<file path="config.mk">
export PLATFORM = sky130hd
export DESIGN_NAME = iq_chunk_fetch
export DESIGN_NICKNAME = d
export VERILOG_FILES = /design/src/rtl/iq_chunk_fetch_pkg.sv /design/src/rtl/iqf_pend_ctr.sv /design/src/rtl/iqf_infl_ctr.sv /design/src/rtl/iqf_chunk_walk.sv /design/src/rtl/iq_chunk_fetch.sv
export SDC_FILE = /design/constraint.sdc
export NUM_CORES = 1
export LEC_CHECK = 0
export BUFFER_PORTS_ARGS = -buffer_cell sky130_fd_sc_hd__buf_2
export CAP_MARGIN = 10
export CELL_PAD_IN_SITES_DETAIL_PLACEMENT = 0
export CELL_PAD_IN_SITES_GLOBAL_PLACEMENT = 1
export CORE_MARGIN = 1.5
export CORE_UTILIZATION = 41
export CTS_CLUSTER_SIZE = 28
export DETAILED_ROUTE_END_ITERATION = 6
export GPL_TIMING_DRIVEN = 1
export PLACE_DENSITY = 0.95
export SLEW_MARGIN = 20
export SYNTH_ARGS = -nofsm -noshare
export SYNTH_HDL_FRONTEND = slang
export SYNTH_SLANG_ARGS = --single-unit
</file>
<file path="constraint.sdc">
create_clock -name clk_i -period 14.5 [get_ports clk_i]
set_input_delay 2.9 -clock clk_i [delete_from_list [all_inputs] [get_ports clk_i]]
set_output_delay 2.9 -clock clk_i [all_outputs]
set_load 0.005 [all_outputs]
</file>
<file path="src/rtl/iq_chunk_fetch_pkg.sv">
package iq_chunk_fetch_pkg;
  typedef enum logic [2:0] {
    REG_CTRL  = 3'd0,
    REG_CHUNK = 3'd1,
    REG_START = 3'd2,
    REG_BELL  = 3'd3,
    REG_INFL  = 3'd4,
    REG_STAT  = 3'd5
  } iqf_reg_e;
  localparam int unsigned INSTR_WORDS = 8;
  localparam int unsigned LINE_SHIFT  = 6;
endpackage

</file>
<file path="src/rtl/iqf_pend_ctr.sv">
module iqf_pend_ctr #(
  parameter int unsigned PEND_W = 20
) (
  input  logic              clk_i,
  input  logic              rst_ni,
  input  logic              add_en_i,
  input  logic [PEND_W-1:0] add_i,
  input  logic              take_i,
  input  logic              clr_flag_i,
  output logic [PEND_W-1:0] pend_o,
  output logic              ovf_o
);
  localparam int unsigned SUM_W = PEND_W + 2;

  logic [PEND_W-1:0] pend_q;
  logic              ovf_q;
  logic [PEND_W-1:0] add_masked;
  logic [SUM_W-1:0]  sum;

  always_comb begin
    add_masked = add_i & ~PEND_W'(7);
    sum = {2'b00, pend_q}
        + (add_en_i ? {2'b00, add_masked} : SUM_W'(0))
        - (take_i ? SUM_W'(8) : SUM_W'(0));
  end

  always_ff @(posedge clk_i or negedge rst_ni) begin
    if (!rst_ni) begin
      pend_q <= '0;
      ovf_q  <= 1'b0;
    end else begin
      pend_q <= sum[PEND_W-1:0];
      if (sum[SUM_W-1:PEND_W] != 2'b00) ovf_q <= 1'b1;
      else if (clr_flag_i)              ovf_q <= 1'b0;
    end
  end

  assign pend_o = pend_q;
  assign ovf_o  = ovf_q;
endmodule

</file>
<file path="src/rtl/iqf_infl_ctr.sv">
module iqf_infl_ctr #(
  parameter int unsigned INFL_W = 8
) (
  input  logic              clk_i,
  input  logic              rst_ni,
  input  logic              inc_i,
  input  logic              done_i,
  output logic [INFL_W-1:0] cnt_o,
  output logic              full_o,
  output logic              zero_o
);
  logic [INFL_W-1:0] cnt_q;
  logic              dec;

  assign dec = done_i && (cnt_q != '0);

  always_ff @(posedge clk_i or negedge rst_ni) begin
    if (!rst_ni)              cnt_q <= '0;
    else if (inc_i && !dec)   cnt_q <= cnt_q + INFL_W'(1);
    else if (!inc_i && dec)   cnt_q <= cnt_q - INFL_W'(1);
  end

  assign cnt_o  = cnt_q;
  assign full_o = &cnt_q;
  assign zero_o = (cnt_q == '0);
endmodule

</file>
<file path="src/rtl/iqf_chunk_walk.sv">
module iqf_chunk_walk #(
  parameter int unsigned SIZE_W = 13,
  parameter int unsigned PTR_W  = 43
) (
  input  logic              clk_i,
  input  logic              rst_ni,
  input  logic              size_we_i,
  input  logic [SIZE_W-1:0] size_i,
  input  logic              start_we_i,
  input  logic [PTR_W-1:0]  start_i,
  input  logic              step_i,
  input  logic              link_take_i,
  input  logic              rsp_valid_i,
  input  logic [PTR_W-1:0]  rsp_ptr_i,
  output logic [PTR_W-1:0]  ptr_o,
  output logic [SIZE_W-1:0] size_o,
  output logic              need_link_o,
  output logic              link_wait_o
);
  logic [PTR_W-1:0]  ptr_q;
  logic [SIZE_W-1:0] size_q, widx_q, rem;
  logic              wait_q;

  // words left in chunk; only the link word remains when <= one instruction
  assign rem         = size_q - widx_q;
  assign need_link_o = (rem <= SIZE_W'(8));

  always_ff @(posedge clk_i or negedge rst_ni) begin
    if (!rst_ni) begin
      ptr_q  <= '0;
      size_q <= '0;
      widx_q <= '0;
      wait_q <= 1'b0;
    end else begin
      if (size_we_i) begin
        size_q <= size_i;
        widx_q <= '0;
      end
      if (start_we_i) begin
        ptr_q  <= start_i;
        widx_q <= '0;
      end
      if (step_i) begin
        ptr_q  <= ptr_q + PTR_W'(1);
        widx_q <= widx_q + SIZE_W'(8);
      end
      if (link_take_i) wait_q <= 1'b1;
      if (rsp_valid_i && wait_q) begin
        ptr_q  <= rsp_ptr_i;
        widx_q <= '0;
        wait_q <= 1'b0;
      end
    end
  end

  assign ptr_o       = ptr_q;
  assign size_o      = size_q;
  assign link_wait_o = wait_q;
endmodule

</file>
<file path="src/rtl/iq_chunk_fetch.sv">
module iq_chunk_fetch
  import iq_chunk_fetch_pkg::*;
#(
  parameter int unsigned ADDR_W = 49,
  parameter int unsigned PEND_W = 20,
  parameter int unsigned INFL_W = 8,
  parameter int unsigned SIZE_W = 13,
  parameter int unsigned DATA_W = 64
) (
  input  logic              clk_i,
  input  logic              rst_ni,
  input  logic              reg_we_i,
  input  logic [2:0]        reg_addr_i,
  input  logic [DATA_W-1:0] reg_wdata_i,
  output logic [DATA_W-1:0] reg_rdata_o,
  output logic              mem_req_valid_o,
  input  logic              mem_req_ready_i,
  output logic [ADDR_W-1:0] mem_req_addr_o,
  output logic              mem_req_link_o,
  input  logic              mem_rsp_valid_i,
  input  logic [DATA_W-1:0] mem_rsp_data_i,
  input  logic              done_i,
  output logic              dovf_o
);
  localparam int unsigned PTR_W = ADDR_W - LINE_SHIFT;

  logic              ena_q;
  logic [PEND_W-1:0] pend_cnt;
  logic [INFL_W-1:0] infl_cnt;
  logic              infl_full, infl_zero;
  logic [PTR_W-1:0]  ptr;
  logic [SIZE_W-1:0] size;
  logic              need_link, link_wait;
  logic              quiet, have_work, fire, take_instr, take_link;
  logic              we_ctrl, we_chunk, we_start, we_bell, we_stat;
  logic              unused_bits;

  assign unused_bits = ^{reg_wdata_i, mem_rsp_data_i};

  assign we_ctrl  = reg_we_i && (reg_addr_i == REG_CTRL);
  assign we_chunk = reg_we_i && (reg_addr_i == REG_CHUNK);
  assign we_start = reg_we_i && (reg_addr_i == REG_START);
  assign we_bell  = reg_we_i && (reg_addr_i == REG_BELL);
  assign we_stat  = reg_we_i && (reg_addr_i == REG_STAT);

  // configuration only lands when nothing can be touching the queue
  assign quiet      = !ena_q && infl_zero && !link_wait;
  assign have_work  = (pend_cnt >= PEND_W'(INSTR_WORDS));
  assign mem_req_valid_o = ena_q && !link_wait && have_work && (need_link || !infl_full);
  assign mem_req_link_o  = need_link;
  assign mem_req_addr_o  = {ptr, {LINE_SHIFT{1'b0}}};
  assign fire       = mem_req_valid_o && mem_req_ready_i;
  assign take_instr = fire && !need_link;
  assign take_link  = fire && need_link;

  always_ff @(posedge clk_i or negedge rst_ni) begin
    if (!rst_ni)      ena_q <= 1'b0;
    else if (we_ctrl) ena_q <= reg_wdata_i[0];
  end

  iqf_pend_ctr #(.PEND_W(PEND_W)) u_pend (
    .clk_i      (clk_i),
    .rst_ni     (rst_ni),
    .add_en_i   (we_bell),
    .add_i      (reg_wdata_i[PEND_W-1:0]),
    .take_i     (take_instr),
    .clr_flag_i (we_stat && reg_wdata_i[0]),
    .pend_o     (pend_cnt),
    .ovf_o      (dovf_o)
  );

  iqf_infl_ctr #(.INFL_W(INFL_W)) u_infl (
    .clk_i  (clk_i),
    .rst_ni (rst_ni),
    .inc_i  (take_instr),
    .done_i (done_i),
    .cnt_o  (infl_cnt),
    .full_o (infl_full),
    .zero_o (infl_zero)
  );

  iqf_chunk_walk #(.SIZE_W(SIZE_W), .PTR_W(PTR_W)) u_walk (
    .clk_i       (clk_i),
    .rst_ni      (rst_ni),
    .size_we_i   (we_chunk && quiet),
    .size_i      (reg_wdata_i[SIZE_W-1:0]),
    .start_we_i  (we_start && quiet),
    .start_i     (reg_wdata_i[ADDR_W-1:LINE_SHIFT]),
    .step_i      (take_instr),
    .link_take_i (take_link),
    .rsp_valid_i (mem_rsp_valid_i),
    .rsp_ptr_i   (mem_rsp_data_i[ADDR_W-1:LINE_SHIFT]),
    .ptr_o       (ptr),
    .size_o      (size),
    .need_link_o (need_link),
    .link_wait_o (link_wait)
  );

  always_comb begin
    reg_rdata_o = '0;
    case (reg_addr_i)
      REG_CTRL:  reg_rdata_o = DATA_W'(ena_q);
      REG_CHUNK: reg_rdata_o = DATA_W'(size);
      REG_START: reg_rdata_o = DATA_W'(mem_req_addr_o);
      REG_BELL:  reg_rdata_o = DATA_W'(pend_cnt);
      REG_INFL:  reg_rdata_o = DATA_W'(infl_cnt);
      REG_STAT:  reg_rdata_o = DATA_W'(dovf_o);
      default:   reg_rdata_o = '0;
    endcase
  end
endmodule

</file>
* After elaboration in Yosys (flattened, before gate mapping)
Index checks and enable logic that the tools add are counted.
Word-level totals: register bits 100, input port bits 137, output and inout port bits 116, logic and storage cells 75
Operators by class: $add $sub $neg 7, $lt $le $gt $ge 2, equality and inequality tests 5, mux-type cells 16, reduce and logical (&&, ||, !) cells 37
Operator list (number):
- 49-bit one-hot mux with 6 select lines | 1
- 43-bit two-way mux | 3
- 13-bit two-way mux | 4
- 43-bit by 1-bit adder with 43-bit output, second input constant | 1
- 20-bit by 22-bit adder with 22-bit output | 1
- 22-bit subtractor | 1
- 20-bit by 4-bit greater-or-equal comparator with 1-bit output, second input constant | 1
- 1-bit logical AND | 20
- 20-bit two-way mux | 1
- 8-bit two-way mux | 2
- 13-bit by 4-bit adder with 13-bit output, second input constant | 1
- 13-bit by 4-bit less-or-equal comparator with 1-bit output, second input constant | 1
- 13-bit subtractor | 1
- 8-bit by 1-bit adder with 8-bit output, second input constant | 1
- 8-bit logical NOT | 1
- 8-bit AND reduction | 1
- 2-bit nonzero test | 4
- 8-bit nonzero test | 1
- 8-bit by 1-bit subtractor with 8-bit output, second input constant | 1
- 3-bit by 2-bit equality test with 1-bit output, second input constant | 2
- 3-bit equality test, second input constant | 2
- 1-bit logical NOT | 6
- 1-bit two-way mux | 4
- 4-bit two-way mux | 1
- 5 further kinds | 5

* Logic depth before layout (Yosys ltp)
depth after elaboration 10, mapped depth 22, mapped depth without buffers 21

* Modules after synthesis
From an unflattened synthesis, not the netlist that was laid out.
Unflattened totals: cell total of the unflattened synthesis 1030, area, all modules 8341.8 sq um
By module, submodules not included:
- iqf_chunk_walk | times used 1, cells an instance 572, area each 4718.3 sq um, seq. area each 1676.6 sq um
- iqf_pend_ctr | times used 1, cells an instance 246, area each 1939.4 sq um, seq. area each 450.4 sq um
- iq_chunk_fetch | times used 1, cells an instance 142, area each 1026.0 sq um, seq. area each 25.0 sq um
- iqf_infl_ctr | times used 1, cells an instance 70, area each 658.1 sq um, seq. area each 200.2 sq um

* Least setup slack after synthesis
OpenSTA, ideal clock, no wires.
path type in2out, start in reg_addr_i[2], end out reg_rdata_o[38], arrival 3.950 ns, data required time 11.600 ns, slack 7.650 ns, stages on the path 6, path buffers 3, path through nand2b_1 > clkbuf_1 > nor2_1 > clkbuf_1 > clkbuf_1 > and2_1
On the way: word-level cells in the longest chain between the ends 2, elaborated cells on any way between the ends 7, those cells by class eq/ne (5); mux (1); reduce/logical (1)
Ends and longest elaborated chain:
- start, declared | RTL line iq_chunk_fetch.sv:13 | input logic [2:0] reg_addr_i,
- 3-bit equality test (tied with other cells) | RTL line iq_chunk_fetch.sv:101 | case (reg_addr_i)
- 49-bit one-hot mux with 6 select lines (*) | RTL line iq_chunk_fetch.sv:101
- end, declared | RTL line iq_chunk_fetch.sv:15 | output logic [DATA_W-1:0] reg_rdata_o,
Mark *: on every way between the ends. The rest lies on a longest branch, timed or not.

* Worst setup path in the final report
start in reg_addr_i[0], end out reg_rdata_o[5]
The elaborated chain is that of the path after synthesis.

==> results.json <==
{
  "cts_max_level": 3,
  "rows": 50,
  "die_w_um": 141,
  "dieArea_um2": 19800,
  "multi_input_area_um2": 4900,
  "grt_usage_pct": 24.1,
  "core_um2": 18600,
  "cp_max_fo": 22,
  "layout.nets": 1301,
  "synth_area_um2": 7790,
  "skew_ns": 0.00921,
  "n_fill_cell": 1859,
  "synthCells": 943,
  "synth_edf_count": 0,
  "r2r_slack_ns": 8.55,
  "worst_pin_slew_ns": 1.03,
  "max_clock_freq_mhz": 130,
  "maxSlewViolCount": 0,
  "worstHoldPathType": "flop to flop",
  "viasPerCell": 5.68,
  "seqCellArea_um2": 2350,
  "ys_async_sr_fraction_pct": 100,
  "setup_violations": 0,
  "cts-hold-fix-buffers": 0,
  "cts_resized": 0,
  "post-route-worst-setup-slack_ns": 6.82,
  "peakVddDrop_uv": 63.8,
  "timing.rr.start": "u_walk.widx_q[5]",
  "grt_max_degree": 73,
  "hp-start": "u_walk.widx_q[11]",
  "end_kind": "output port",
  "min_to": "u_walk.widx_q[11]",
  "r2r-end": "u_pend.ovf_o",
  "grt_pass1_vias": 7243,
  "wl_um": 23900,
  "min_period_ns": 7.68,
  "syn_to_final_growth_pct": 17.4,
  "place_ws_ns": 6.97,
  "drtAntennaViolNets": 0,
  "drt_iter0_markers": 473,
  "ff2ff_path_depth": 20,
  "grt_setup_unrepaired": "false",
  "drt_pass1_iterations": 5,
  "post_cts_buffers": 0,
  "final_common_cell": "buf_2",
  "yosysUniqueCellTypes": 77,
  "status": "finished clean",
  "vias": 7667,
  "cts_inserted_buffers": 9,
  "die_h_um": 141,
  "grt.overflow.total": 0,
  "fin_crit_sh_pct": 53.0,
  "power_mw": 1.73,
  "clockBufferDepth": 2,
  "setup_tns_ns": 0,
  "grt_pass1_wl_um": 37700,
  "synth.avg_cell_area_um2": 8.26,
  "yosys_warnings": 0,
  "drc": 0,
  "io-pin-count": 253,
  "port_buffers": 195,
  "clk-insertion-delay-late_ns": 0.36,
  "crit_path_start_kind": "primary input",
  "cp.required_ns": 11.60,
  "tritoncts": "done",
  "start_util_pct": 41.8,
  "ys_seq_area_share_pct": 30.2,
  "hold_ws_ns": 0.532,
  "power_density_nw_per_um2": 189,
  "hold_viol": 0,
  "place_area_um2": 8840,
  "ys.flop_type": "dfrtp_1",
  "clkTransAtPathRegs_ns": 0.07,
  "clock-root-buffer": "clkbuf_16",
  "layout_common_cells": "buf_2 (194), nand2_1 (94), dfrtp_1 (94)",
  "layout-drive-gt1-share_pct": 22.3,
  "cp.arrival_ns": 4.78,
  "hpwl_um": 17900,
  "relSlewSlack_pct": 31.6,
  "routedWlPerCell_um": 17.7,
  "design_area_um2": 9150,
  "antenna_found_initial": 3,
  "criticalPathCategory": "primary input to output port",
  "maxCapViolations": 0,
  "min_path_cells": 1,
  "p_leak_nw": 4.44,
  "ys_ff_latch": 94,
  "globalplace.congestion": 0.877,
  "numClockSinks": 94
}
-- through the flow --
| stage | utilization [%] | std cells |
|---|---|---|
| after floorplan | - | 963 |
| after global placement | 47.4 | 1333 |
| after detailed placement | 47.4 | 1333 |
| after CTS | 49.0 | 1349 |
| after global routing | 49.1 | 1351 |
| final | 49.1 | 1351 |
-- cell usage after synthesis, types with 3 or more instances --
library cell	number	area, um2
inv_1	75	282
nor2_1	77	289
xnor2_1	43	377
a21o_1	9	67.6
xor2_1	14	123
nand3_1	34	170
o21ai_0	28	140
o211a_1	4	40.0
nand4_1	16	100
dfrtp_1	94	2350
clkbuf_1	27	101
fa_1	3	60.1
nor3_1	20	100
nor4_1	7	43.8
o211ai_1	6	45.0
buf_4	21	158
mux2i_1	9	90.1
a211oi_1	3	22.5
mux2_2	20	225
o221ai_1	8	70.1
nor2b_1	12	75.1
a211o_1	8	70.1
o22ai_1	4	25.0
and4_1	5	43.8
and3_1	24	150
buf_1	3	11.3
a31oi_1	9	56.3
a21oi_1	65	325
buf_2	11	55.1
nand2b_1	7	43.8
o21a_1	9	67.6
a22oi_1	18	135
and2_1	35	219
a221oi_1	21	184
ha_1	51	638
nand2_1	94	353
-- critical path: stages --
cell	delay (ns)
buf_2	0.44
nor2b_1	0.74
a22oi_1	0.22
o21ai_0	0.30
buf_2	0.17
-- worst max-delay path by stage --
stage / startpoint / end / slack, ns / cells after the start
after floorplan: reg_addr_i[2] / reg_rdata_o[38] / 7.65 / 6
after global placement: reg_addr_i[0] / u_pend.ovf_o / 6.98 / 15
after detailed placement: reg_addr_i[0] / u_pend.ovf_o / 6.97 / 15
after CTS: reg_addr_i[0] / reg_rdata_o[5] / 6.90 / 5
after global routing: reg_addr_i[0] / reg_rdata_o[5] / 6.88 / 5
final: reg_addr_i[0] / reg_rdata_o[5] / 6.82 / 5
-- state kept, by name (all words and copies together), names as in the netlist --
register and count:
u_walk.size_o 13, u_infl.cnt_o 8, u_pend.pend_o 17, u_walk.link_wait_o 1
u_walk.ptr_o 43, u_pend.ovf_o 1, ena_q 1, u_walk.widx_q 10
-- layout make-up --
class	instances	area share, %
Inverter	76	3.12
Tap cell	234	3.20
Clock buffer	12	2.69
Clock inverter	4	0.588
Timing Repair Buffer	200	11.1
Multi-Input combinational cell	729	53.5
Sequential cell	94	25.7
Antenna cell	2	0.0547
-- kinds of logic (layout without fill, tap and decap cells) --
kind of cell	after synthesis	in the layout	share of synthesized area, %
simple gates	347	347	22.5
compound gates	220	220	19.6
buf+inv	140	292	8.04
flops	94	94	30.2
xor+xnor	57	57	6.41
fa+ha+maj	54	54	8.96
mux	30	30	4.34
other cells	1	23	0.0481
-- where the power goes --
group / internal, mW / switching [mW]
Sequential: 0.369 / 0.156
Combinational: 0.439 / 0.513
Clock: 0.139 / 0.111
Total: 0.947 / 0.780
-- per-layer routing --
metal	routed length [um]	up-vias	global-route usage (%)	share of wire [%]
met5	14	-	0	0.059
met4	809	2	11.1	3.4
met3	1420	49	3.70	5.9
met2	11500	278	40.0	48
met1	10200	3679	30.8	43
li1	-	3659	-	-
No activity file was read; power rests on OpenSTA's default activity.
